## config.mk

```make
export PLATFORM = sky130hd
export DESIGN_NAME = exc_deliver_ctrl
export DESIGN_NICKNAME = d
export VERILOG_FILES = /design/src/rtl/exc_pkg.sv /design/src/rtl/exc_nest_track.sv /design/src/rtl/exc_gate_decode.sv /design/src/rtl/exc_frame_sel.sv /design/src/rtl/exc_deliver_ctrl.sv
export SDC_FILE = /design/constraint.sdc
export NUM_CORES = 1
export LEC_CHECK = 0
export BUFFER_PORTS_ARGS = -buffer_cell sky130_fd_sc_hd__clkbuf_2
export CAP_MARGIN = 40
export CELL_PAD_IN_SITES_DETAIL_PLACEMENT = 1
export CELL_PAD_IN_SITES_GLOBAL_PLACEMENT = 2
export CORE_MARGIN = 2
export CORE_UTILIZATION = 27
export CTS_CLUSTER_DIAMETER = 80
export DETAILED_ROUTE_END_ITERATION = 12
export PLACE_DENSITY_LB_ADDON = 0.1
export SLEW_MARGIN = 10
export SYNTH_ARGS = -nofsm -noshare
export SYNTH_HDL_FRONTEND = slang
export SYNTH_SLANG_ARGS = --single-unit
export TNS_END_PERCENT = 5
```

## constraint.sdc

```tcl
create_clock -name clk -period 4.8 [get_ports clk]
set_clock_uncertainty 0.2 [all_clocks]
set_input_delay 0.48 -clock clk [delete_from_list [all_inputs] [get_ports clk]]
set_output_delay 0.48 -clock clk [all_outputs]
set_load 0.1 [all_outputs]
```

## src/rtl/exc_pkg.sv

```systemverilog
package exc_pkg;

    typedef enum logic [2:0] {
        ST_IDLE,
        ST_FETCH,
        ST_PUSH_FL,
        ST_PUSH_CS,
        ST_PUSH_IP,
        ST_PUSH_ERR
    } dstate_t;

    // vectors whose frame ends with an error code word
    function automatic logic exc_carries_err(input logic [7:0] v);
        case (v)
            8'd8, 8'd10, 8'd11, 8'd12, 8'd13, 8'd14, 8'd17: return 1'b1;
            default: return 1'b0;
        endcase
    endfunction

    // gate type bit positions inside the type nibble
    localparam int GT_WIDE_BIT = 3;
    localparam int GT_TRAP_BIT = 0;

endpackage

```

## src/rtl/exc_nest_track.sv

```systemverilog
module exc_nest_track #(
    parameter int NEST_LIMIT = 3
) (
    input  logic clk,
    input  logic rst,
    input  logic bump,
    input  logic clear,
    output logic escalate,
    output logic give_up
);
    localparam int LW = $clog2(NEST_LIMIT + 1);

    logic [LW-1:0] level;
    logic [LW-1:0] nxt;

    always_comb begin
        nxt      = level + LW'(1);
        escalate = (nxt > LW'(1));
        give_up  = (nxt >= LW'(NEST_LIMIT));
    end

    always_ff @(posedge clk) begin
        if (rst) begin
            level <= '0;
        end else if (bump) begin
            level <= give_up ? '0 : nxt;
        end else if (clear) begin
            level <= '0;
        end
    end
endmodule

```

## src/rtl/exc_gate_decode.sv

```systemverilog
module exc_gate_decode #(
    parameter int AW = 32,
    parameter int DW = 32,
    parameter int SW = 16,
    parameter int VW = 8
) (
    input  logic            pm,
    input  logic [AW-1:0]   base,
    input  logic [VW-1:0]   vec,
    input  logic [4*SW-1:0] entry,
    output logic [AW-1:0]   addr,
    output logic [DW-1:0]   h_ip,
    output logic [SW-1:0]   h_cs,
    output logic            h_clr_if
);
    import exc_pkg::*;

    localparam int TYPE_LO = 2*SW + 8;

    logic [3:0]    gtype;
    logic [SW-1:0] off_lo;
    logic [SW-1:0] off_hi;

    always_comb begin
        gtype  = entry[TYPE_LO +: 4];
        off_lo = entry[SW-1:0];
        off_hi = entry[4*SW-1:3*SW];
        h_cs   = entry[2*SW-1:SW];
        addr   = base + (AW'(vec) << (pm ? 3 : 2));
        if (pm && gtype[GT_WIDE_BIT]) begin
            h_ip = DW'({off_hi, off_lo});
        end else begin
            h_ip = DW'(off_lo);
        end
        h_clr_if = !pm || !gtype[GT_TRAP_BIT];
    end
endmodule

```

## src/rtl/exc_frame_sel.sv

```systemverilog
module exc_frame_sel #(
    parameter int DW = 32,
    parameter int SW = 16
) (
    input  exc_pkg::dstate_t st,
    input  logic [DW-1:0]    flags,
    input  logic [SW-1:0]    cs,
    input  logic [DW-1:0]    ip,
    input  logic [DW-1:0]    err,
    output logic             req,
    output logic [DW-1:0]    data
);
    import exc_pkg::*;

    always_comb begin
        req  = 1'b1;
        data = '0;
        case (st)
            ST_PUSH_FL:  data = flags;
            ST_PUSH_CS:  data = DW'(cs);
            ST_PUSH_IP:  data = ip;
            ST_PUSH_ERR: data = err;
            default:     req  = 1'b0;
        endcase
    end
endmodule

```

## src/rtl/exc_deliver_ctrl.sv

```systemverilog
module exc_deliver_ctrl #(
    parameter int AW         = 32,
    parameter int DW         = 32,
    parameter int SW         = 16,
    parameter int VW         = 8,
    parameter int NEST_LIMIT = 3,
    parameter int DF_VEC     = 8
) (
    input  logic            clk,
    input  logic            rst,
    input  logic            exc_req,
    input  logic [VW-1:0]   exc_vec,
    input  logic [DW-1:0]   exc_err,
    input  logic            fault,
    input  logic            prot_mode,
    input  logic [DW-1:0]   saved_ip,
    input  logic [DW-1:0]   cur_flags,
    input  logic [SW-1:0]   cur_cs,
    input  logic [AW-1:0]   tbl_base,
    output logic            vec_rd_req,
    output logic [AW-1:0]   vec_rd_addr,
    input  logic            vec_rd_valid,
    input  logic [4*SW-1:0] vec_rd_data,
    output logic            push_req,
    output logic [DW-1:0]   push_data,
    input  logic            push_ack,
    output logic            ip_restore,
    output logic [DW-1:0]   ip_restore_val,
    output logic            dlv_done,
    output logic [VW-1:0]   dlv_vec,
    output logic [SW-1:0]   handler_cs,
    output logic [DW-1:0]   handler_ip,
    output logic            clear_if,
    output logic            cpu_reset,
    output logic            busy
);
    import exc_pkg::*;

    dstate_t       state;
    logic [VW-1:0] cur_vec;
    logic [DW-1:0] cur_err;
    logic [DW-1:0] cap_flags;
    logic [SW-1:0] cap_cs;
    logic          cap_pm;

    logic          start_new;
    logic          refault;
    logic          bump;
    logic          escalate;
    logic          give_up;
    logic          need_err;
    logic          finish;

    logic [DW-1:0] dec_ip;
    logic [SW-1:0] dec_cs;
    logic          dec_clr;

    always_comb begin
        busy      = (state != ST_IDLE);
        start_new = !busy && exc_req;
        refault   = busy && fault;
        bump      = start_new || refault;
        need_err  = cap_pm && exc_carries_err(8'(cur_vec));
        finish    = push_ack && !fault &&
                    ((state == ST_PUSH_IP && !need_err) || state == ST_PUSH_ERR);
        vec_rd_req = (state == ST_FETCH);
    end

    exc_nest_track #(.NEST_LIMIT(NEST_LIMIT)) u_nest (
        .clk      (clk),
        .rst      (rst),
        .bump     (bump),
        .clear    (finish),
        .escalate (escalate),
        .give_up  (give_up)
    );

    exc_gate_decode #(.AW(AW), .DW(DW), .SW(SW), .VW(VW)) u_gate (
        .pm       (cap_pm),
        .base     (tbl_base),
        .vec      (cur_vec),
        .entry    (vec_rd_data),
        .addr     (vec_rd_addr),
        .h_ip     (dec_ip),
        .h_cs     (dec_cs),
        .h_clr_if (dec_clr)
    );

    exc_frame_sel #(.DW(DW), .SW(SW)) u_frame (
        .st    (state),
        .flags (cap_flags),
        .cs    (cap_cs),
        .ip    (ip_restore_val),
        .err   (cur_err),
        .req   (push_req),
        .data  (push_data)
    );

    always_ff @(posedge clk) begin
        if (rst) begin
            state          <= ST_IDLE;
            cur_vec        <= '0;
            cur_err        <= '0;
            cap_flags      <= '0;
            cap_cs         <= '0;
            cap_pm         <= 1'b0;
            ip_restore     <= 1'b0;
            ip_restore_val <= '0;
            dlv_done       <= 1'b0;
            dlv_vec        <= '0;
            handler_cs     <= '0;
            handler_ip     <= '0;
            clear_if       <= 1'b0;
            cpu_reset      <= 1'b0;
        end else begin
            ip_restore <= 1'b0;
            dlv_done   <= 1'b0;
            cpu_reset  <= 1'b0;
            if (bump) begin
                if (give_up) begin
                    state     <= ST_IDLE;
                    cpu_reset <= 1'b1;
                end else begin
                    state          <= ST_FETCH;
                    ip_restore     <= 1'b1;
                    ip_restore_val <= saved_ip;
                    cap_flags      <= cur_flags;
                    cap_cs         <= cur_cs;
                    cap_pm         <= prot_mode;
                    cur_vec        <= escalate ? VW'(DF_VEC) : exc_vec;
                    cur_err        <= escalate ? '0 : exc_err;
                end
            end else begin
                case (state)
                    ST_FETCH: if (vec_rd_valid) begin
                        handler_ip <= dec_ip;
                        handler_cs <= dec_cs;
                        clear_if   <= dec_clr;
                        dlv_vec    <= cur_vec;
                        state      <= ST_PUSH_FL;
                    end
                    ST_PUSH_FL: if (push_ack) state <= ST_PUSH_CS;
                    ST_PUSH_CS: if (push_ack) state <= ST_PUSH_IP;
                    ST_PUSH_IP: if (push_ack) begin
                        state <= need_err ? ST_PUSH_ERR : ST_IDLE;
                    end
                    ST_PUSH_ERR: if (push_ack) state <= ST_IDLE;
                    default: ;
                endcase
                if (finish) dlv_done <= 1'b1;
            end
        end
    end
endmodule

```

## After elaboration in Yosys (flattened, before gate mapping)

Cells that the tools add are included.

| storage, ports and cells | value |
|---|---|
| flip-flop bits (word level) | 186 |
| bits of input ports | 223 |
| output and inout bits | 159 |
| word-level logic and storage cells | 86 |

| operators by class | value |
|---|---|
| $add $sub $neg | 2 |
| order comparisons | 2 |
| equal/unequal tests | 17 |
| shift-type cells | 1 |
| muxes and demuxes | 22 |
| bitwise gates (word level) | 2 |
| reductions and logical operators | 25 |

Operators by type and width:

| cell | number |
|---|---|
| $pmux 32 s4 | 1 |
| $mux 32 | 2 |
| $eq 8x4->1 const B | 6 |
| $add 32x32->32 | 1 |
| $shl 8x32->32 | 1 |
| $mux 3 | 7 |
| $pmux 3 s5 | 1 |
| $ne 3x3->1 const B | 4 |
| $eq 8x5->1 const B | 1 |
| $mux 8 | 1 |
| $logic_and 1x1->1 | 7 |
| $mux 1 | 7 |
| $reduce_or 7->1 | 1 |
| $eq 3x2->1 const B | 2 |
| $eq 3x3->1 const B | 2 |
| $mux 2 | 3 |
| $reduce_and 6->1 | 1 |
| $reduce_bool 6->1 | 1 |
| $logic_not 1->1 | 5 |
| $reduce_or 2->1 | 2 |
| $reduce_or 4->1 | 1 |
| $eq 3x1->1 const B | 1 |
| $logic_or 1x1->1 | 3 |
| $ne 3x1->1 const B | 1 |
| other kinds (8) | 9 |

## Logic depth before layout (Yosys ltp)

Gate-level depths: netlist of run 1.

| depth | value |
|---|---|
| word-level depth | 10 |
| gate-level depth with buffers | 9 |

## By module

A second synthesis of run 1 with hierarchy kept.

| second synthesis, totals | value |
|---|---|
| cells, all modules | 1048 |
| area total of the unflattened synthesis | 8811.0 sq um |

By module, submodules not included:

| module | times used | cells an instance | area each (sq um) | sequential area each (sq um) |
|---|---|---|---|---|
| exc_deliver_ctrl | 1 | 751 | 6432.4 | 3683.5 |
| exc_gate_decode | 1 | 189 | 1380.1 | 0.0 |
| exc_frame_sel | 1 | 97 | 880.8 | 0.0 |
| exc_nest_track | 1 | 11 | 117.6 | 40.0 |

## Least setup slack after synthesis of run 1

OpenSTA, ideal clock, no wires.

| path | value |
|---|---|
| path kind | register -> output |
| start point | register cap_pm |
| end point | output vec_rd_addr[15] |
| arrival | 3.911 ns |
| slack | 0.209 ns |
| cell stages (with the launch flop) | 10 |
| buffers on the path | 2 |
| cell sequence | dfxtp_1 > buf_1 > mux2_2 > ha_1 > o21a_1 > a211o_1 > a21oi_1 > buf_1 > nor2_1 > xnor2_1 |

| between the ends | value |
|---|---|
| word-level cells in the longest chain between the ends | 3 |

RTL lines:

| item | RTL line | RTL |
|---|---|---|
| start: declaration | exc_deliver_ctrl.sv:44 | `logic cap_pm;` |
| start signal: assignment | exc_deliver_ctrl.sv:129 | `cap_pm <= prot_mode;` |
| $mux 1 | exc_gate_decode.sv:29 | `addr = base + (AW'(vec) << (pm ? 3 : 2));` |
| $shl 8x32->32 | exc_gate_decode.sv:29 |  |
| $add 32x32->32 | exc_gate_decode.sv:29 |  |
| end: declaration | exc_deliver_ctrl.sv:21 | `output logic [AW-1:0] vec_rd_addr,` |

No other way between the ends.

## Final worst setup path of run 1

| path | value |
|---|---|
| start point | register cap_pm |
| end point | output vec_rd_addr[24] |

The elaborated chain is that of the path after synthesis.

==> results of run 1 <==
## area by class of cell
cell class              instances  area share
flip-flops and latches        186       0.333
inverters                       7     0.00235
diodes                          1    0.000224
clock buffers                  19      0.0396
multi-input cells             793       0.384
clock inverters                13      0.0129
repair buffers                384       0.183
well taps                     402      0.0450
## worst max-delay path, cell delays in order, from the launching register on
cell and delay [ns]:
dfxtp_1 0.64, mux2_2 0.43, fa_1 0.44, nand3_1 0.13, nand2_1 0.10, a211oi_2 0.48
buf_4 0.23, nor2_1 0.06, xor2_1 0.16, clkbuf_2 0.48
## metal layers
layer | vias to the layer above | wire [µm] | share of wire | GRT usage
li1 | 4266 | - | - | -
met1 | 3968 | 13600 | 0.44 | 0.233
met2 | 205 | 15000 | 0.48 | 0.318
met3 | 22 | 1950 | 0.063 | 0.0531
met4 | 2 | 349 | 0.011 | 0.0478
met5 | - | 13 | 0.00042 | 0
## power by group
group	internal (mW)	switching, mW	total [mW]
clock network	0.784	0.651	1.43
logic	0.329	0.975	1.30
registers	1.66	0.0883	1.75
## per-stage QoR
stage	area (µm²)	instances	utilization
global route	11200	1804	0.357
global placement	10500	1768	0.336
finish	11200	1805	0.357
CTS	11200	1804	0.357
detailed placement	10600	1772	0.338
floorplan	8510	1076	-
## logic make-up after synthesis
logic type | after synthesis
xor gates and xnor gates | 27
adders and majority gates | 13
AOI/OAI and AO/OA | 260
and+or+nand+nor | 453
muxes | 40
buffers and inverters | 97
DFF | 186
## layout by cell type, fill, tap and decap left out, types with 3 or more instances in the layout
cell type and instances:
buf_4 16, inv_1 7, nand2_1 325, mux2_2 7, xor2_1 20, mux2i_1 33
and2_1 4, nor2_1 14, clkbuf_2 362, a21oi_1 188, nor2b_1 3, nand2b_1 7
nand3_1 23, xnor2_1 7, a22oi_1 16, o22ai_1 16, clkbuf_16 17, ha_1 12
nand3b_1 43, clkinvlp_4 7, dfxtp_1 185, o21ai_0 14, nor3b_1 8, nor3_1 8
o21ai_1 6
## worst paths after layout
| check | startpoint | endpoint | depth (start not counted) |
|---|---|---|---|
| min | vec_rd_data[40] | clear_if | 2 |
| max | cap_pm | vec_rd_addr[24] | 9 |
| min reg2reg | handler_ip[19] | handler_ip[19] | 2 |
| max reg2reg | state[0] | clear_if | 7 |
## state kept, by name, summed over array words and instances (netlist names)
name,cells
cap_cs,16
state,3
dlv_done,1
cap_flags,32
cur_vec,8
u_nest.level,2
cap_pm,1
clear_if,1
handler_cs,16
cur_err,32
ip_restore,1
cpu_reset,1
ip_restore_val,32
handler_ip,32
dlv_vec,8
==> run metrics, run 1 <==
critical path fanouts, max 13; Routed WL 30.8 mm; static power due to leakage 4.80 nW; overall routing resource usage 0.187; Post-Syn Nets 1312; share of layout cells above drive strength 1 0.309; area of the multi-input gates 4290 µm²; Register Area 3720 µm²; actual slew at the worst max-slew pin 0.650 ns; cts hold-fix bufs 0; post-route ant nets 0; largest family of logic cells by synthesized area simple AND/OR/NAND/NOR gates; post-synthesis mux area share 0.0481; Layout Area Growth over Synthesis 31.4%; post_cts resized 0; Synth Area in XOR/XNOR 0.0278; most instantiated cells after synthesis nand2_1, a21oi_1, dfxtp_1; Critical Path Source Type flip-flop; CTS Buf Count 17; final setup violating endpoints 0; Netlist cell types 52; Final Slew Violations 0; final hold vios 0; worst min path class in -> reg; maximum vdd drop 0.218 mV; count leader, synth nand2_1; number of global-route vias before repair 8742; post-synth top area share 0.437; Sink Count 186; Setup CP Type reg -> out; crit share post-route 0.893; chip width 182 µm; critical path endpoint category output port; Post-Synthesis Cells 1076; Max-Cap Viols 0; num rows 65; synthesis-stage register bit count 186; Root Driver clkbuf_16; area leader, netlist dfxtp_1; clock-pin slew on the worst setup and hold paths 0.08 ns; largest net degree at the start of global routing 67; vias after detailed routing 8463; synthesized area 8510 µm²; Post-synth EDFFs 0; Worst Path Arrival 3.61 ns; initial antenna violation count 2; die area 33000 µm²; GRT overflow 0; first-pass GRT wire length 48.8 mm; DR iter-0 viols 327; hpwl dp 22.4 mm; Die Y 182 µm; Critical Path RT 4.12 ns; TNS Setup 0 ns; status finished, final reports clean; # DRC 0; fin crit period 4.29 ns; max_slew headroom 0.567; Synth warnings 0; DR pass1 iterations 4; # nets final 1625; RSZ-0062 raised after global routing false; adder-cell share of the synthesized area 0.0200; Async S/R FF share, synth 0; fmax 0.233 GHz; Pwr Total 4.49 mW; worst-skew pair later-pin latency 0.44 ns; Port Buf Inserts 363; Starting Density 0.272; synth top area cells dfxtp_1, nand2_1, a21oi_1; number of H-tree levels 4; FILL cells 3895; Setup Fix Bufs, Post-CTS 0; vias per cell 4.69; Seq/Total Area, Yosys 0.437; wire per inst 17.1 µm; dominant synthesized flop cell dfxtp_1; TritonCTS clock tree yes; Post-Synth Simple-Gate Area 0.238; Hold WS 0.0416 ns; # IOs 382; core area 31300 µm²; post-synthesis compound-gate area fraction 0.168; Final Worst Setup Slack 0.515 ns; worst slack, placed 0.899 ns; flop-to-flop setup slack 1.77 ns; buffers from clock root to sink, at most 2; Avg Synthesized Cell Area 7.91 µm²; Power Density 401 nW/µm²; routability cong. 0.763
Power figures use the tool's default switching activity.
==> inputs of run 2 (changes only) <==
--- a/config.mk
+++ b/config.mk
@@ -11,6 +11,7 @@
 export CELL_PAD_IN_SITES_GLOBAL_PLACEMENT = 2
 export CORE_MARGIN = 2
 export CORE_UTILIZATION = 27
+export CTS_BUF_LIST = sky130_fd_sc_hd__clkbuf_4 sky130_fd_sc_hd__clkbuf_8 sky130_fd_sc_hd__clkbuf_16
 export CTS_CLUSTER_DIAMETER = 80
 export DETAILED_ROUTE_END_ITERATION = 12
 export PLACE_DENSITY_LB_ADDON = 0.1
==> run 2 against run 1 <==
Effect of this change: hold slack got worse by 0.0019 ns; critical path depth did not move; non-clock buffer count did not move; critical endpoint unchanged; cell area barely moved; sequential share of layout area barely moved; register-to-register slack barely moved; wire length barely moved; largest cell class unchanged; flip-flop and latch count did not move.
==> run metrics, run 2 (synthesis gave the netlist of run 1 again) <==
Die Y 182 µm (unchanged); worst min path class in -> reg; crit share post-route 0.893 (about the same); Power Density 401 nW/µm² (about the same); first-pass GRT wire length 48.7 mm (about the same); Pwr Total 4.49 mW (+0.11%); GRT overflow 0 (unchanged); status finished, final reports clean; wire per inst 17.1 µm (about the same); critical path endpoint category output port; # IOs 382 (unchanged); num rows 65 (unchanged); Most Crowded Layer GR met2; DR pass1 iterations 4 (unchanged); post_cts resized 0 (unchanged); core area 31300 µm² (unchanged); Setup Fix Bufs, Post-CTS 0 (unchanged); routability cong. 0.763 (unchanged); TNS Setup 0 ns (unchanged); static power due to leakage 4.80 nW (about the same); FILL cells 3893 (-0.051%); Critical Path RT 4.12 ns (about the same); clock-pin slew on the worst setup and hold paths 0.08 ns (about the same); number of H-tree levels 4 (unchanged); Critical Path Source Type flip-flop; Root Driver clkbuf_16; met3 GRT Util 0.0531 (unchanged); most frequent cells in the layout clkbuf_2, nand2_1, a21oi_1; chip width 182 µm (unchanged); fin crit period 4.29 ns (+0.000386 ns); Switch Pwr 1.71 mW (about the same); worst-skew pair later-pin latency 0.44 ns (about the same); Max-Cap Viols 0 (unchanged); Routed WL 30.8 mm (about the same); Starting Density 0.272 (unchanged); Worst Path Arrival 3.61 ns (about the same); final hold vios 0 (unchanged); DR iter-0 viols 299 (-8.6%); Final Slew Violations 0 (unchanged); Int Pwr 2.78 mW (+0.20%); post-route ant nets 0 (unchanged); switching share of total power 0.381 (-0.000576); final setup violating endpoints 0 (unchanged); Sink Count 186 (unchanged); clock power share 0.320 (about the same); most common cell after layout, fill and taps aside clkbuf_2; Logic pwr share 0.290 (about the same); hpwl dp 22.4 mm (unchanged); Reg power frac 0.389 (about the same); vias per cell 4.69 (about the same); Layout Area Growth over Synthesis 31.4% (about the same); initial antenna violation count 2 (unchanged); Port Buf Inserts 363 (unchanged); M1 GR Usage 0.232 (-0.000745); RSZ-0062 raised after global routing false; overall routing resource usage 0.187 (-0.000257); TritonCTS clock tree yes; # nets final 1625 (unchanged); CTS Buf Count 17 (unchanged); vias after detailed routing 8468 (+0.059%); met2 global-route usage 0.318 (unchanged); final instance area 11200 µm² (about the same); critical path fanouts, max 13 (unchanged); number of global-route vias before repair 8738 (-0.046%); actual slew at the worst max-slew pin 0.645 ns (-0.00530 ns); max_slew headroom 0.570 (+0.00354); cts hold-fix bufs 0 (unchanged); fmax 0.233 GHz (about the same); Setup CP Type reg -> out; share of layout cells above drive strength 1 0.310 (+0.000713); die area 33000 µm² (unchanged); Placed Area 10600 µm² (unchanged); buffers from clock root to sink, at most 2 (unchanged); maximum vdd drop 0.218 mV (+0.18%); # DRC 0 (unchanged); largest net degree at the start of global routing 67 (unchanged)
==> run 2: changes by cell type in the layout (fill, tap and decap cells not counted) <==
cell	change
clkbuf_1	-1
clkbuf_4	+1
==> run 2: final cells by class <==
cell class                      instances  area [µm²]  share of cell area
Multi-Input combinational cell        793        4290               0.384
Sequential cell                       186        3720               0.333
Timing Repair Buffer                  384        2050               0.183
Tap cell                              402         503              0.0450
Clock buffer                           19         447              0.0399
Clock inverter                         13         144              0.0129
Inverter                                7        26.3             0.00235
Antenna cell                            1        2.50            0.000224
==> run 2: worst max-delay path, cell delays in order, from the launching register on <==
cell and delay (ns):
dfxtp_1 0.64, mux2_2 0.43, fa_1 0.44, nand3_1 0.13, nand2_1 0.10, a211oi_2 0.48, buf_4 0.23, nor2_1 0.06
xor2_1 0.16, clkbuf_2 0.48
==> run 2: final timing paths <==
kind	start	to	slack, ns	cells past startpoint
setup / recovery	cap_pm	vec_rd_addr[24]	0.51	9
hold / removal	vec_rd_data[40]	clear_if	0.04	2
setup reg to reg	state[0]	clear_if	1.76	7
hold reg to reg	cur_err[0]	cur_err[0]	0.25	2
==> run 2: power groups by stage <==
stage | clock, mW | combinational (mW) | sequential [mW]
global route | 1.56 | 1.41 | 1.77
detailed placement | 0 | 1.32 | 1.79
global placement | 0 | 1.30 | 1.78
floorplan | 0 | 0.775 | 2.02
CTS | 1.50 | 1.33 | 1.75
finish | 1.44 | 1.30 | 1.75
==> run 2: per-layer routing <==
layer | vias up | wire, µm
li1 | 4268 | -
met1 | 3970 | 13700
met2 | 205 | 14900
met3 | 23 | 1850
met4 | 2 | 352
met5 | - | 13
==> run 2: metrics by stage <==
stage / instances / setup slack [ns] / util / hold slack, ns
after global placement: 1768 / 0.945 / 0.336 / 0.238
after detailed placement: 1772 / 0.899 / 0.338 / 0.244
final: 1805 / 0.514 / 0.357 / 0.0398
after CTS: 1804 / 0.388 / 0.357 / 0.000914
after floorplan: 1076 / 0.209 / - / 0.232
after global routing: 1804 / 0.252 / 0.357 / 0.0139
